`config.mk`:
```
export PLATFORM = sky130hd
export DESIGN_NAME = add_bus_ctl
export DESIGN_NICKNAME = d
export VERILOG_FILES = /design/src/rtl/add_bus_pkg.sv /design/src/rtl/add_bus_timing_gen.sv /design/src/rtl/add_bus_startup_guard.sv /design/src/rtl/add_bus_parity.sv /design/src/rtl/add_bus_ctl.sv
export SDC_FILE = /design/constraint.sdc
export NUM_CORES = 1
export LEC_CHECK = 0
export ABC_AREA = 0
export BUFFER_PORTS_ARGS = -buffer_cell sky130_fd_sc_hd__buf_2
export CAP_MARGIN = 20
export CORE_MARGIN = 1.5
export CORE_UTILIZATION = 49
export CTS_CLUSTER_DIAMETER = 200
export DETAILED_ROUTE_END_ITERATION = 7
export PLACE_DENSITY = 0.86
export SYNTH_ARGS = -nofsm -noshare
export SYNTH_HDL_FRONTEND = slang
export SYNTH_HIERARCHICAL = 1
export SYNTH_SLANG_ARGS = --single-unit
export TNS_END_PERCENT = 20
```
`constraint.sdc`:
```
create_clock -name clk -period 2.9 [get_ports clk]
set_input_delay 0.58 -clock clk [delete_from_list [all_inputs] [get_ports clk]]
set_output_delay 0.58 -clock clk [all_outputs]
set_load 0.05 [all_outputs]
```
`src/rtl/add_bus_pkg.sv`:
```
package add_bus_pkg;
  typedef enum logic [1:0] {
    TM_ADD  = 2'd0,
    TM_DROP = 2'd1,
    TM_EXT  = 2'd2,
    TM_RSV  = 2'd3
  } timing_mode_e;
endpackage

```
`src/rtl/add_bus_timing_gen.sv`:
```
module add_bus_timing_gen #(
  parameter int FRAME_LEN = 32,
  parameter int SPE_START = 4,
  parameter int J1_POS    = 6
) (
  input  logic clk,
  input  logic rst,
  output logic spe_nxt,
  output logic c1j1_nxt,
  output logic c1_nxt,
  output logic spe_q,
  output logic c1j1_q
);
  localparam int FC_W = (FRAME_LEN > 1) ? $clog2(FRAME_LEN) : 1;
  localparam logic [FC_W-1:0] LAST = FC_W'(FRAME_LEN - 1);

  logic [FC_W-1:0] pos;

  always_comb begin
    c1_nxt   = (pos == '0);
    spe_nxt  = (pos >= FC_W'(SPE_START));
    c1j1_nxt = c1_nxt || (pos == FC_W'(J1_POS));
  end

  always_ff @(posedge clk) begin
    if (rst) begin
      pos    <= '0;
      spe_q  <= 1'b0;
      c1j1_q <= 1'b0;
    end else begin
      pos    <= (pos == LAST) ? '0 : pos + 1'b1;
      spe_q  <= spe_nxt;
      c1j1_q <= c1j1_nxt;
    end
  end

  // each marker lasts a single cycle
  a_r5_marker_one_wide: assert property (@(posedge clk) disable iff (rst)
    c1j1_q |=> !c1j1_q);
  // the envelope flag is never raised out of the frame order
  a_r5_spe_after_start: assert property (@(posedge clk) disable iff (rst)
    $rose(spe_q) |-> !c1j1_q || (SPE_START == J1_POS));
endmodule

```
`src/rtl/add_bus_startup_guard.sv`:
```
module add_bus_startup_guard #(
  parameter int NEED = 2
) (
  input  logic clk,
  input  logic rst,
  input  logic clr,
  input  logic c1_seen,
  output logic armed
);
  localparam int CW = $clog2(NEED + 1);
  localparam logic [CW-1:0] FULL = CW'(NEED);

  logic [CW-1:0] cnt;

  always_ff @(posedge clk) begin
    if (rst || clr)
      cnt <= '0;
    else if (c1_seen && cnt != FULL)
      cnt <= cnt + 1'b1;
  end

  assign armed = (cnt == FULL);

  // the count never passes its limit
  a_r7_count_saturates: assert property (@(posedge clk) disable iff (rst)
    cnt <= FULL);
  // clock loss disarms the guard
  a_r10_loss_disarms: assert property (@(posedge clk) disable iff (rst)
    clr |=> !armed);
endmodule

```
`src/rtl/add_bus_parity.sv`:
```
module add_bus_parity #(
  parameter int WIDTH = 10
) (
  input  logic [WIDTH-1:0] bits,
  output logic             par
);
  logic [WIDTH:0] chain;

  assign chain[0] = 1'b1;
  for (genvar i = 0; i < WIDTH; i++) begin : g_x
    assign chain[i+1] = chain[i] ^ bits[i];
  end
  assign par = chain[WIDTH];
endmodule

```
`src/rtl/add_bus_ctl.sv`:
```
module add_bus_ctl
  import add_bus_pkg::*;
#(
  parameter int DATA_W    = 8,
  parameter int FRAME_LEN = 32,
  parameter int SPE_START = 4,
  parameter int J1_POS    = 6,
  parameter int C1_NEED   = 2
) (
  input  logic              clk,
  input  logic              rst,
  input  logic [1:0]        mode,
  input  logic              tri_ctl,
  input  logic              ext_clk_en,
  input  logic              tri_n,
  input  logic              clk_lost,
  input  logic              data_valid,
  input  logic [DATA_W-1:0] data_in,
  input  logic              spe_in,
  input  logic              c1j1_in,
  output logic [DATA_W-1:0] data_out,
  output logic              data_oe,
  output logic              par_out,
  output logic              par_oe,
  output logic              add_n,
  output logic              add_n_oe,
  output logic              spe_out,
  output logic              spe_oe,
  output logic              c1j1_out,
  output logic              c1j1_oe
);
  localparam int PW = DATA_W + 2;

  timing_mode_e tm;
  logic ext_sel, ext_q;
  logic spe_nxt, c1j1_nxt, c1_gen;
  logic c1_seen, armed, par_nxt;
  logic [PW-1:0] par_bits;

  assign tm      = timing_mode_e'(mode);
  assign ext_sel = (tm == TM_EXT);

  add_bus_timing_gen #(
    .FRAME_LEN(FRAME_LEN), .SPE_START(SPE_START), .J1_POS(J1_POS)
  ) u_tgen (
    .clk(clk), .rst(rst),
    .spe_nxt(spe_nxt), .c1j1_nxt(c1j1_nxt), .c1_nxt(c1_gen),
    .spe_q(spe_out), .c1j1_q(c1j1_out)
  );

  assign c1_seen = ext_sel ? c1_gen : (c1j1_in && !spe_in);

  add_bus_startup_guard #(.NEED(C1_NEED)) u_guard (
    .clk(clk), .rst(rst), .clr(clk_lost), .c1_seen(c1_seen), .armed(armed)
  );

  assign par_bits = {data_in, ext_sel && spe_nxt, ext_sel && c1j1_nxt};

  add_bus_parity #(.WIDTH(PW)) u_par (.bits(par_bits), .par(par_nxt));

  always_ff @(posedge clk) begin
    if (rst) begin
      data_out <= '0;
      par_out  <= 1'b1;
      add_n    <= 1'b1;
      ext_q    <= 1'b0;
    end else begin
      data_out <= data_in;
      par_out  <= par_nxt;
      ext_q    <= ext_sel;
      add_n    <= !(data_valid && armed && !tri_ctl && !clk_lost);
    end
  end

  assign data_oe  = !add_n;
  assign par_oe   = !tri_ctl && !add_n;
  assign add_n_oe = tri_n;
  assign spe_oe   = ext_sel && ext_clk_en && !tri_ctl;
  assign c1j1_oe  = spe_oe;

  // the registered byte, markers and parity bit hold an odd count of ones
  a_r2_odd_parity: assert property (@(posedge clk) disable iff (rst)
    ^{data_out, par_out, ext_q && spe_out, ext_q && c1j1_out} == 1'b1);
  // the strobe is released after a blocking condition
  a_r6_block_releases: assert property (@(posedge clk) disable iff (rst)
    (tri_ctl || clk_lost || !data_valid) |=> add_n);
  // a disarmed guard keeps the strobe high
  a_r7_guard_holds: assert property (@(posedge clk) disable iff (rst)
    !armed |=> add_n);
  // parity never drives while the strobe is idle
  a_r3_par_float: assert property (@(posedge clk) disable iff (rst)
    add_n |-> !par_oe);
  // drop timing never drives the markers
  a_r4_drop_float: assert property (@(posedge clk) disable iff (rst)
    (tm == TM_DROP) |-> !spe_oe && !c1j1_oe);
endmodule

```
# [Yosys cells after proc, flatten, opt, wreduce, memory -nomap -nowiden]
# Index checks and enable logic that the tools add are counted.
# Widths: inputs -> output; s select.
[totals] elab_cells=45 regBits=19 in_bits=19 out_inout_bits=17
[op_classes] reduce_logical=19 order_cmp=1 add_sub_neg=2 bitwise=10 mux=1 n_eq_ne=5
[op_table] op="$logic_and 1x1->1" n=10
[op_table] op="$xor 1x1->1" n=9
[op_table] op="$add 5x1->5 const B" n=1
[op_table] op="$eq 5x3->1 const B" n=1
[op_table] op="$eq 5x5->1 const B" n=1
[op_table] op="$ge 5x3->1 const B" n=1
[op_table] op="$logic_not 1->1" n=5
[op_table] op="$logic_not 5->1" n=1
[op_table] op="$eq 2x2->1 const B" n=2
[op_table] op="$add 2x1->2 const B" n=1
[op_table] op="$logic_or 1x1->1" n=2
[op_table] op="$ne 2x2->1 const B" n=1
[op_table] op="$reduce_or 2->1" n=1
[op_table] op="$mux 1" n=1
[op_table] op="$not 1->1" n=1

# [Logic depth before layout (Yosys ltp)]
[depth] ltp_word=13 mapped_depth=10 depth_no_buf=10

# [Modules after synthesis]
# The synthesis kept the hierarchy.
[by_module_without_submodules] module="add_bus_ctl" n_inst=1 cells_per_inst=33 seq_area_each_um2=200.2 area_per_inst_um2=356.6
[by_module_without_submodules] module="add_bus_timing_gen" n_inst=1 cells_per_inst=31 seq_area_each_um2=140.1 area_per_inst_um2=312.8
[by_module_without_submodules] module="add_bus_startup_guard" n_inst=1 cells_per_inst=9 seq_area_each_um2=40.0 area_per_inst_um2=105.1
[by_module_without_submodules] module="add_bus_parity" n_inst=1 cells_per_inst=8 seq_area_each_um2=0.0 area_per_inst_um2=83.8

# [Least setup slack after synthesis]
# Ideal clock, no wire load.
[synth_timing] kind="in2out" from="input port mode[0]" to="output port spe_oe" path_buffers=1 required_ns=2.320 cell_stages=3 arrival_ns=2.372 path_slack_ns=-0.052 path_cell_list="nand2b_1 nor3b_1 buf_4"
[synth_between] elab_chain_cells=3
[synth_rtl] item="start: declaration" line_no="add_bus_ctl.sv:12" text="input logic [1:0] mode,"
[synth_rtl] item="$eq 2x2->1" line_no="add_bus_ctl.sv:41" text="assign ext_sel = (tm == TM_EXT);"
[synth_rtl] item="$logic_and 1x1->1 (2 in series)" line_no="add_bus_ctl.sv:78" text="assign spe_oe = ext_sel && ext_clk_en && !tri_ctl;"
[synth_rtl] item="end: declaration" line_no="add_bus_ctl.sv:28" text="output logic spe_oe,"
# Every way passes these cells.

# [Final worst setup path]
[layout_timing] from="input port mode[0]" to="output port c1j1_oe"
[layout_between] elab_chain_cells=3
[layout_rtl] item="$eq 2x2->1" line_no="add_bus_ctl.sv:41"
[layout_rtl] item="$logic_and 1x1->1 (2 in series)" line_no="add_bus_ctl.sv:78"
[layout_rtl] item="end: declaration" line_no="add_bus_ctl.sv:30" text="output logic c1j1_oe"
# Every way passes these cells.

==> metrics.yaml <==
yosys:
  synth.area.top_cells: "dfxtp_1 (44%), and2b_2 (8.2%), xnor2_1 (8.2%)"
  synth_nets: 105
  ys_ff_latch: 19
  synth_top_cell_by_area: "dfxtp_1"
  synth_area_um2: 858
  avgSynthCellArea_um2: 10.6
  yosys_warnings: 6
  async_reset_ff_frac: 0
  ys_top_cells_by_count: "dfxtp_1 (19), and2b_2 (8), xnor2_1 (8)"
  synth_edf_count: 0
  synth_top_cell_area_share: 0.443
  ys.flop_type: "dfxtp_1"
  yosysSeqAreaShare: 0.443
  synth_cell_type_count: 27
  post-synth-top-count-cell: "dfxtp_1"
  syn_inst: 81
timing:
  rsz0062_at_grt: "no"
  final_hold_viol_count: 0
  maxSlewViolCount: 0
  fin_skew_ns: 0.00371
  fmax_ghz: 0.510
  setup_viol: 0
  tightest_slew_ns: 0.301
  worst_slack_ns: 0.940
  timing.final.crit_period_ns: 1.96
  slew-limit-headroom: 0.798
  timing.final.crit_share: 0.676
  tns_ns: 0
final_layout:
  instances_no_fill: 131
  area_growth_pct: 23.0
  fin_nets: 140
  layout-drive-gt1-share: 0.443
  diodes: 0
  final_core_util: 0.670
clock_network:
  cts-root-buf: "clkbuf_4"
  clock_sinks: 19
  insertion_delay_ns: 0.29
  post_cts.repair.setup_buffers: 0
  cts_tree: "yes"
  htreeDepth: 1
  cts_made_buffers: 3
  cts_resized: 0
  clk_pin_slew_ns: 0.10
  cts_hold_buf: 0
  cts.path.max_buffers: 2
floorplan:
  core_mm2: 0.00158
  rows: 14
  die-area_mm2: 0.00201
  io_pins: 36
  fp.dieH_um: 44.9
  die_w_um: 44.9
  start_util: 0.544
worst_setup_path:
  cp_max_fo: 4
  cp.arrival_ns: 1.38
  r2r_slack_ns: 1.16
  required_ns: 2.32
  start_kind: "input pin"
  critical_path_class: "input pin to output pin"
  setup.worst_path.end_class: "output pin"
min_path:
  hp-class: "input pin to flip-flop"
global_route:
  overflow: 0
  antenna_found_initial: 0
  track_usage: 0.162
  grt_pass1_wl_mm: 2.42
  grt_pass1_vias: 655
  grt_max_degree: 21
routing:
  drcViolationCount: 0
  viasPerCell: 4.98
  ant_nets: 0
  firstDrtPassIters: 4
  routed_wl_mm: 1.38
  num_vias: 652
  first_iter_violations: 5
  wl_per_cell_um: 10.5
place:
  dpl.hpwl_mm: 1.11
  place_inst: 127
  portBuffers: 33
  gp_routability_congestion: 0.743
  pre_cts_ws_ns: 0.944
power:
  peakVddDrop_mv: 0.320
  powerDensity_mw_per_mm2: 526
  leakage_nw: 0.529
job:
  max_cap_violations: 0
run_status:
  status: "completed"
==> cell usage in the layout (no fill, tap or decap) <==
cell,n
nor3b_2,1
mux2i_1,1
nor3b_1,3
nand3_1,1
buf_2,33
nor2_1,4
mux2_1,1
and2b_2,8
xor2_1,1
nand2b_1,1
and3_2,1
xnor2_1,8
nor4_1,1
nor2b_4,1
a2111oi_2,1
clkbuf_4,3
or2_1,1
dfxtp_1,19
nor2b_1,1
nand2_1,1
or4_1,1
inv_1,7
xnor3_1,1
ha_1,5
clkinv_2,1
nor3_1,6
and2_1,1
mux2_2,1
nor2_2,1
==> area by class of cell <==
type                    count  area, µm²
clock buffers               3       22.5
clock inverters             1       5.00
inverters                   7       26.3
repair buffers             33        165
fillers                   141        520
multi-input cells          52        437
flip-flops and latches     19        380
well taps                  16       20.0
==> where the power goes <==
part | switching [mW] | internal (mW) | leakage [nW]
sequential | 0.00775 | 0.278 | 0.157
combinational | 0.0833 | 0.0573 | 0.355
clock | 0.0779 | 0.0513 | 0.0177
==> worst paths after layout <==
check	start	endpoint	depth (start not counted)
worst max-delay path	mode[0]	c1j1_oe	4
worst min-delay path	clk_lost	u_guard/cnt[1]	2
worst max register to register	u_tgen/pos[0]	par_out	10
worst min register to register	u_tgen/pos[0]	u_tgen/pos[0]	1
==> flip-flops by register name, indices dropped and copies added, names as in the netlist <==
register / cells
data_out: 8
u_tgen/pos: 5
u_guard/cnt: 2
add_n: 1
par_out: 1
u_tgen/c1j1_q: 1
u_tgen/spe_q: 1
==> per-stage QoR <==
step | power (mW) | hold WS (ns) | area (µm²)
floorplan | 0.402 | 0.453 | 863
global placement | 0.430 | 0.477 | 1030
detailed placement | 0.433 | 0.479 | 1030
CTS | 0.564 | 0.472 | 1060
global route | 0.592 | 0.470 | 1060
finish | 0.555 | 0.478 | 1060
==> layer usage <==
| layer | track usage | routed length [µm] | up-vias |
|---|---|---|---|
| li1 | - | - | 331 |
| met1 | 0.160 | 523 | 296 |
| met2 | 0.322 | 759 | 23 |
| met3 | 0.0600 | 87 | 2 |
| met4 | 0.0235 | 6 | 0 |
| met5 | 0 | 0 | - |
==> logic make-up after synthesis <==
family,Yosys count,share of synthesized area
simple gates,33,0.257
flops,19,0.443
xor+xnor,10,0.118
buf+inv,10,0.0539
fa+ha+maj,5,0.0729
mux,3,0.0379
compound gates,1,0.0175
==> critical path: stages <==
cell and delay [ns]:
buf_2 0.09, nand2b_1 0.20, nor3b_2 0.22, buf_2 0.29
Note: power is estimated with default switching activity, not from simulation.
